$ cat config.mk
export PLATFORM = sky130hd
export DESIGN_NAME = usbrx_dualbank
export DESIGN_NICKNAME = d
export VERILOG_FILES = /design/src/rtl/usbrx_pkg.sv /design/src/rtl/usbrx_bank_mem.sv /design/src/rtl/usbrx_wr_ctrl.sv /design/src/rtl/usbrx_rd_ctrl.sv /design/src/rtl/usbrx_dualbank.sv
export SDC_FILE = /design/constraint.sdc
export NUM_CORES = 1
export LEC_CHECK = 0
export BUFFER_PORTS_ARGS = -buffer_cell sky130_fd_sc_hd__clkbuf_2
export CAP_MARGIN = 20
export CORE_MARGIN = 8
export CORE_UTILIZATION = 30
export DETAILED_ROUTE_END_ITERATION = 10
export GPL_TIMING_DRIVEN = 0
export SLEW_MARGIN = 20
export SYNTH_ARGS = -nofsm -noshare
export SYNTH_HDL_FRONTEND = slang
export SYNTH_SLANG_ARGS = --single-unit
export TNS_END_PERCENT = 50
$ cat constraint.sdc
create_clock -name clk -period 3.33 [get_ports clk]
set_clock_uncertainty 0.05 [all_clocks]
set_input_delay 0.999 -clock clk [delete_from_list [all_inputs] [get_ports clk]]
set_output_delay 0.999 -clock clk [all_outputs]
set_load 0.02 [all_outputs]
$ cat src/rtl/usbrx_pkg.sv
package usbrx_pkg;
  localparam int BANKS = 2;
  typedef logic [7:0] rx_byte_t;
endpackage

$ cat src/rtl/usbrx_bank_mem.sv
module usbrx_bank_mem #(
  parameter int BANK_BYTES = 64,
  localparam int AW = $clog2(BANK_BYTES)
) (
  input  logic                clk,
  input  logic                wr_en,
  input  logic                wr_bank,
  input  logic [AW-1:0]       wr_addr,
  input  usbrx_pkg::rx_byte_t wr_data,
  input  logic                rd_bank,
  input  logic [AW-1:0]       rd_addr,
  output usbrx_pkg::rx_byte_t rd_data
);
  usbrx_pkg::rx_byte_t bank_q [usbrx_pkg::BANKS];

  for (genvar b = 0; b < usbrx_pkg::BANKS; b++) begin : g_bank
    usbrx_pkg::rx_byte_t store [BANK_BYTES];
    always_ff @(posedge clk) begin
      if (wr_en && (wr_bank == b[0])) store[wr_addr] <= wr_data;
    end
    assign bank_q[b] = store[rd_addr];
  end

  assign rd_data = bank_q[rd_bank];
endmodule

$ cat src/rtl/usbrx_wr_ctrl.sv
module usbrx_wr_ctrl #(
  parameter int BANK_BYTES = 64,
  localparam int AW = $clog2(BANK_BYTES),
  localparam int PW = $clog2(BANK_BYTES + 1)
) (
  input  logic          clk,
  input  logic          rst_n,
  input  logic          clr,
  input  logic          in_valid,
  output logic          in_ready,
  input  logic          eop_valid,
  input  logic          eop_ok,
  input  logic          bank_busy,
  output logic          wr_en,
  output logic [AW-1:0] wr_addr,
  output logic          wbank,
  output logic          commit,
  output logic [PW-1:0] commit_cnt
);
  logic [PW-1:0] wptr;
  logic          eop_take;

  assign in_ready   = !bank_busy && (wptr < PW'(BANK_BYTES));
  assign wr_en      = in_valid && in_ready;
  assign wr_addr    = wptr[AW-1:0];
  assign eop_take   = eop_valid && !bank_busy;
  assign commit     = eop_take && eop_ok;
  assign commit_cnt = wptr + PW'(wr_en);

  always_ff @(posedge clk) begin
    if (!rst_n || clr) begin
      wptr  <= '0;
      wbank <= 1'b0;
    end else if (eop_take) begin
      wptr <= '0;
      if (eop_ok) wbank <= ~wbank;
    end else if (wr_en) begin
      wptr <= wptr + 1'b1;
    end
  end

  AST_BANK_CAP: assert property (@(posedge clk) disable iff (!rst_n)
    wptr <= PW'(BANK_BYTES));
  AST_BAD_REWIND: assert property (@(posedge clk) disable iff (!rst_n)
    (eop_take && !eop_ok) |=> (wptr == '0));
endmodule

$ cat src/rtl/usbrx_rd_ctrl.sv
module usbrx_rd_ctrl #(
  parameter int BANK_BYTES = 64,
  localparam int AW = $clog2(BANK_BYTES),
  localparam int PW = $clog2(BANK_BYTES + 1)
) (
  input  logic          clk,
  input  logic          rst_n,
  input  logic          clr,
  input  logic          bank_full,
  input  logic [PW-1:0] bank_cnt,
  input  logic          rd_ready,
  input  logic          rel,
  output logic          rd_valid,
  output logic [AW-1:0] rd_addr,
  output logic          rbank,
  output logic          rel_take,
  output logic [PW-1:0] rd_count
);
  logic [PW-1:0] rptr;

  assign rd_valid = bank_full && (rptr < bank_cnt);
  assign rd_addr  = rptr[AW-1:0];
  assign rel_take = rel && bank_full;
  assign rd_count = bank_full ? bank_cnt : '0;

  always_ff @(posedge clk) begin
    if (!rst_n || clr) begin
      rptr  <= '0;
      rbank <= 1'b0;
    end else if (rel_take) begin
      rptr  <= '0;
      rbank <= ~rbank;
    end else if (rd_valid && rd_ready) begin
      rptr <= rptr + 1'b1;
    end
  end

  AST_REL_SWAP: assert property (@(posedge clk) disable iff (!rst_n)
    (rel_take && !clr) |=> ((rptr == '0) && (rbank != $past(rbank))));
endmodule

$ cat src/rtl/usbrx_dualbank.sv
module usbrx_dualbank #(
  parameter int BANK_BYTES = 64,
  localparam int AW = $clog2(BANK_BYTES),
  localparam int PW = $clog2(BANK_BYTES + 1)
) (
  input  logic          clk,
  input  logic          rst_n,
  input  logic          clr,
  input  logic          in_valid,
  output logic          in_ready,
  input  logic [7:0]    in_data,
  input  logic          eop_valid,
  input  logic          eop_ok,
  output logic          nak,
  output logic          rd_valid,
  input  logic          rd_ready,
  output logic [7:0]    rd_data,
  output logic [PW-1:0] rd_count,
  output logic          full,
  input  logic          rel
);
  logic [usbrx_pkg::BANKS-1:0] committed;
  logic [PW-1:0]               cnt_q [usbrx_pkg::BANKS];
  logic                        wr_en, wbank, commit, rbank, rel_take;
  logic [PW-1:0]               commit_cnt;
  logic [AW-1:0]               wr_addr, rd_addr;

  usbrx_wr_ctrl #(.BANK_BYTES(BANK_BYTES)) u_wr (
    .clk(clk), .rst_n(rst_n), .clr(clr), .in_valid(in_valid), .in_ready(in_ready),
    .eop_valid(eop_valid), .eop_ok(eop_ok), .bank_busy(committed[wbank]),
    .wr_en(wr_en), .wr_addr(wr_addr), .wbank(wbank), .commit(commit),
    .commit_cnt(commit_cnt));

  usbrx_rd_ctrl #(.BANK_BYTES(BANK_BYTES)) u_rd (
    .clk(clk), .rst_n(rst_n), .clr(clr), .bank_full(committed[rbank]),
    .bank_cnt(cnt_q[rbank]), .rd_ready(rd_ready), .rel(rel), .rd_valid(rd_valid),
    .rd_addr(rd_addr), .rbank(rbank), .rel_take(rel_take), .rd_count(rd_count));

  usbrx_bank_mem #(.BANK_BYTES(BANK_BYTES)) u_mem (
    .clk(clk), .wr_en(wr_en), .wr_bank(wbank), .wr_addr(wr_addr), .wr_data(in_data),
    .rd_bank(rbank), .rd_addr(rd_addr), .rd_data(rd_data));

  always_ff @(posedge clk) begin
    if (!rst_n || clr) begin
      committed <= '0;
      for (int b = 0; b < usbrx_pkg::BANKS; b++) cnt_q[b] <= '0;
    end else begin
      if (commit) begin
        committed[wbank] <= 1'b1;
        cnt_q[wbank]     <= commit_cnt;
      end
      if (rel_take) committed[rbank] <= 1'b0;
    end
  end

  assign full = |committed;
  assign nak  = &committed;

  AST_NAK_BLOCKS: assert property (@(posedge clk) disable iff (!rst_n)
    nak |-> !in_ready);
  AST_COMMIT_FULL: assert property (@(posedge clk) disable iff (!rst_n)
    (eop_valid && eop_ok && !nak && !clr) |=> full);
  AST_CLR_EMPTY: assert property (@(posedge clk) disable iff (!rst_n)
    clr |=> (!full && !rd_valid));
endmodule

==> results.sh <==
export IMPL_layout_commonest_cell="edfxtp_1"
export IMPL_cp_end_kind="output port"
export IMPL_clockRootBuffer="clkbuf_16"
export IMPL_cts_sinks=1063
export IMPL_period_share_pct=131
export IMPL_clock_fmax_mhz=229
export IMPL_synthFlopType="edfxtp_1"
export IMPL_cp_max_fo=8
export IMPL_ir_drop_mv=0.454
export IMPL_clk_latency_ns=0.71
export IMPL_rows=137
export IMPL_seq_area_sq_um=31700
export IMPL_viasPerCell=4.97
export IMPL_grt_max_degree=105
export IMPL_cap_violations=0
export IMPL_hold_class="flip-flop to flip-flop"
export IMPL_cp_required_ns=2.28
export IMPL_die_width_um=390
export IMPL_antenna_found_initial=1
export IMPL_die_y_um=390
export IMPL_postSynthCellCount=2175
export IMPL_grt_pass1_wl_mm=152
export IMPL_critPathKind="flip-flop to output port"
export IMPL_vias=21445
export IMPL_cpPeakStageDelay_ns=0.41
export IMPL_final_cell_mix="1038 x edfxtp_1, 184 x mux4_2, 160 x mux2i_1, 108 x clkbuf_16, 99 x nor2_2"
export IMPL_grt_total_usage_pct=13.5
export IMPL_worst_setup_path_start_kind="flip-flop"
export IMPL_clk_pin_slew_ns=0.06
export IMPL_cp_arrival_ns=3.32
export IMPL_dp_cells=4092
export IMPL_highest_layer="met4"
export IMPL_multi_input_area_sq_um=10700
export IMPL_wl_mm=106
export IMPL_dr_wl_met3_mm=8.68
export IMPL_final_cells=4312
export IMPL_fillers=12774
export IMPL_wl_met2_mm=48.0
export IMPL_port_buffers=33
export IMPL_yosysSeqAreaShare_pct=75.6
export IMPL_synth_area_per_cell_sq_um=19.3
export IMPL_io_pins=35
export IMPL_fin_ws_ns=-1.04
export IMPL_status="complete, but fails checks"
export IMPL_synth_area_sq_um=41900
export IMPL_nets=2369
export IMPL_worst_pin_slew_ns=1.24
export IMPL_tns_ns=-8.06
export IMPL_drc=0
export IMPL_synth_edf_count=1038
export IMPL_p_int_mw=21.7
export IMPL_drtPass1Iterations=5
export IMPL_violations="setup timing"
export IMPL_pwr_share_comb_pct=1.8
export IMPL_max_slew_margin_pct=17.0
export IMPL_post_place_ws_ns=-1.10
export IMPL_p_per_area_nw_per_um2=544
export IMPL_synth_nets=2201
export IMPL_grt_pass1_vias=21669
export IMPL_ys_ff_latch=1063
export IMPL_crit_top_cell="buf_12"
export IMPL_leakagePower_nw=14.8
export IMPL_drive_above_1_share_pct=31.1
export IMPL_ant_nets=0
export IMPL_cpMaxStageDelayCell="o22ai_2"
export IMPL_hpwlAfterDp_mm=67.5
export IMPL_numCtsBuffers=108
export IMPL_ys_types=53
export IMPL_switching_share_pct=20.6
export IMPL_post_drt_wl_per_cell_um=24.5
export IMPL_p_sw_mw=5.64
export IMPL_period_minus_slack_ns=4.37
export IMPL_maxSlewViolCount=0
export IMPL_cts_max_level=3
export IMPL_grt_ovfl_total=0
export IMPL_dieArea_sq_um=152000
export IMPL_rsz0062_at_grt="yes"
export IMPL_cts_tree="built"
export IMPL_pwr_share_clk_pct=44.5
export IMPL_cts_buffer_depth=3
export IMPL_power_frac_seq_pct=53.8
export IMPL_globalplace_congestion=0.833
export IMPL_area_growth_pct=20.0
export IMPL_hold_viol_final=0
export IMPL_drt_initial_drc_count=2197
export IMPL_yosys_warnings=0
export IMPL_fp_coreArea_sq_um=139000
export IMPL_synthArstFlopShare_pct=0
export IMPL_path_cells="buf_12 -> buf_12 -> buf_16 -> buf_12 -> mux4_2 -> nor2b_2 -> a21oi_4 -> nand4_1 -> o22ai_2 -> nor2_4 -> buf_8"
export IMPL_met1_length_mm=46.6
export IMPL_start_util_pct=30.1
export IMPL_setup_viol=9
-- worst paths after layout --
kind | from | endpoint | slack [ns] | cells past startpoint
setup / recovery | flip-flop | rd_data[2] | -1.04 | 11
hold / removal | u_rd.rptr[6] | u_rd.rptr[6] | 0.45 | 2
setup reg to reg | u_wr.wptr[5] | u_mem.g_bank[0].store[23][4] | 0.05 | 6
hold reg to reg | u_rd.rptr[6] | u_rd.rptr[6] | 0.45 | 2
-- state kept, by name (all words and copies together), names as in the netlist, named ones only --
signal and cells:
u_mem.g_bank.store 1024, u_rd.rptr 7, cnt_q 14, committed 2, u_wr.wptr 7, u_wr.wbank 1, u_rd.rbank 1
-- area by class of cell --
| class | instances | area share (%) |
|---|---|---|
| diodes | 2 | 0.00995 |
| plain buffers | 123 | 2.39 |
| clock buffers | 129 | 5.55 |
| clock inverters | 72 | 1.53 |
| inverters | 11 | 0.0821 |
| multi-input cells | 972 | 21.2 |
| flip-flops and latches | 1063 | 63.0 |
| well taps | 1876 | 4.67 |
| repair buffers | 64 | 1.56 |
-- critical path, delay by kind of cell (launching register included) --
family | cells | cell delay, ns
and+or+nand+nor | 3 | 0.66
AOI/OAI and AO/OA | 2 | 0.58
buffers and inverters | 5 | 0.70
DFF | 1 | 0.34
muxes | 1 | 0.33
-- cells in the mapped netlist, types with 6 or more instances --
library cell / instances / area, sq um
clkbuf_1: 54 / 203
inv_1: 11 / 41.3
o22ai_1: 9 / 56.3
and3_1: 7 / 43.8
buf_6: 26 / 293
o21ai_0: 6 / 30.0
nand2_1: 43 / 161
nand2b_1: 13 / 81.3
nand3b_1: 6 / 45.0
buf_4: 14 / 105
buf_1: 11 / 41.3
nand3_1: 44 / 220
edfxtp_1: 1038 / 31200
a21oi_1: 47 / 235
nor2b_1: 25 / 156
or3_1: 13 / 81.3
o2111ai_1: 7 / 61.3
mux4_2: 184 / 4140
a22oi_1: 102 / 766
buf_2: 21 / 105
nand4_1: 30 / 188
mux2i_1: 170 / 1700
nor3_2: 8 / 80.1
dfxtp_1: 25 / 500
nor2_1: 190 / 713
a22o_1: 9 / 78.8
xor2_1: 6 / 52.6
ha_1: 10 / 125
-- per-stage QoR --
step	hold WS, ns	power, mW	utilization (%)	area [sq um]
6_report	0.448	27.3	36.2	50300
5_1_grt	0.496	28.0	36.2	50300
4_1_cts	0.445	27.5	35.8	49800
3_5_place_dp	0.434	15.4	32.2	44700
3_3_place_gp	0.444	15.4	32.0	44400
2_1_floorplan	0.412	15.1	-	41900
-- power groups by stage --
stage	logic, mW	registers [mW]	clock network [mW]
final	0.487	14.7	12.2
after global routing	0.526	14.7	12.8
after CTS	0.483	14.7	12.3
after detailed placement	0.450	15.0	0
after global placement	0.396	15.0	0
after floorplan	0.105	15.0	0
-- logic make-up (layout without fill, tap and decap cells) --
group	count (synthesis)	count (layout)	synth area share (%)
buf+inv	140	399	1.98
fa+ha+maj	10	10	0.299
xor+xnor	9	9	0.188
simple gates	396	396	4.53
other cells	0	2	0
mux	355	355	14.0
flops	1063	1063	75.6
compound gates	202	202	3.45
-- timing repair --
action	CTS	global route
gates cloned	3	0
hold buffers	0	0
pin swaps	45	36
setup endpoints to repair	676	588
gates resized for setup	326	152
buffers inserted	16	4
-- metal layers --
layer,up-vias,track usage (%)
li1,9203,-
met1,11250,19.3
met2,838,20.5
met3,154,3.27
met4,0,3.84
met5,-,0
Power figures use the tool's default switching activity.
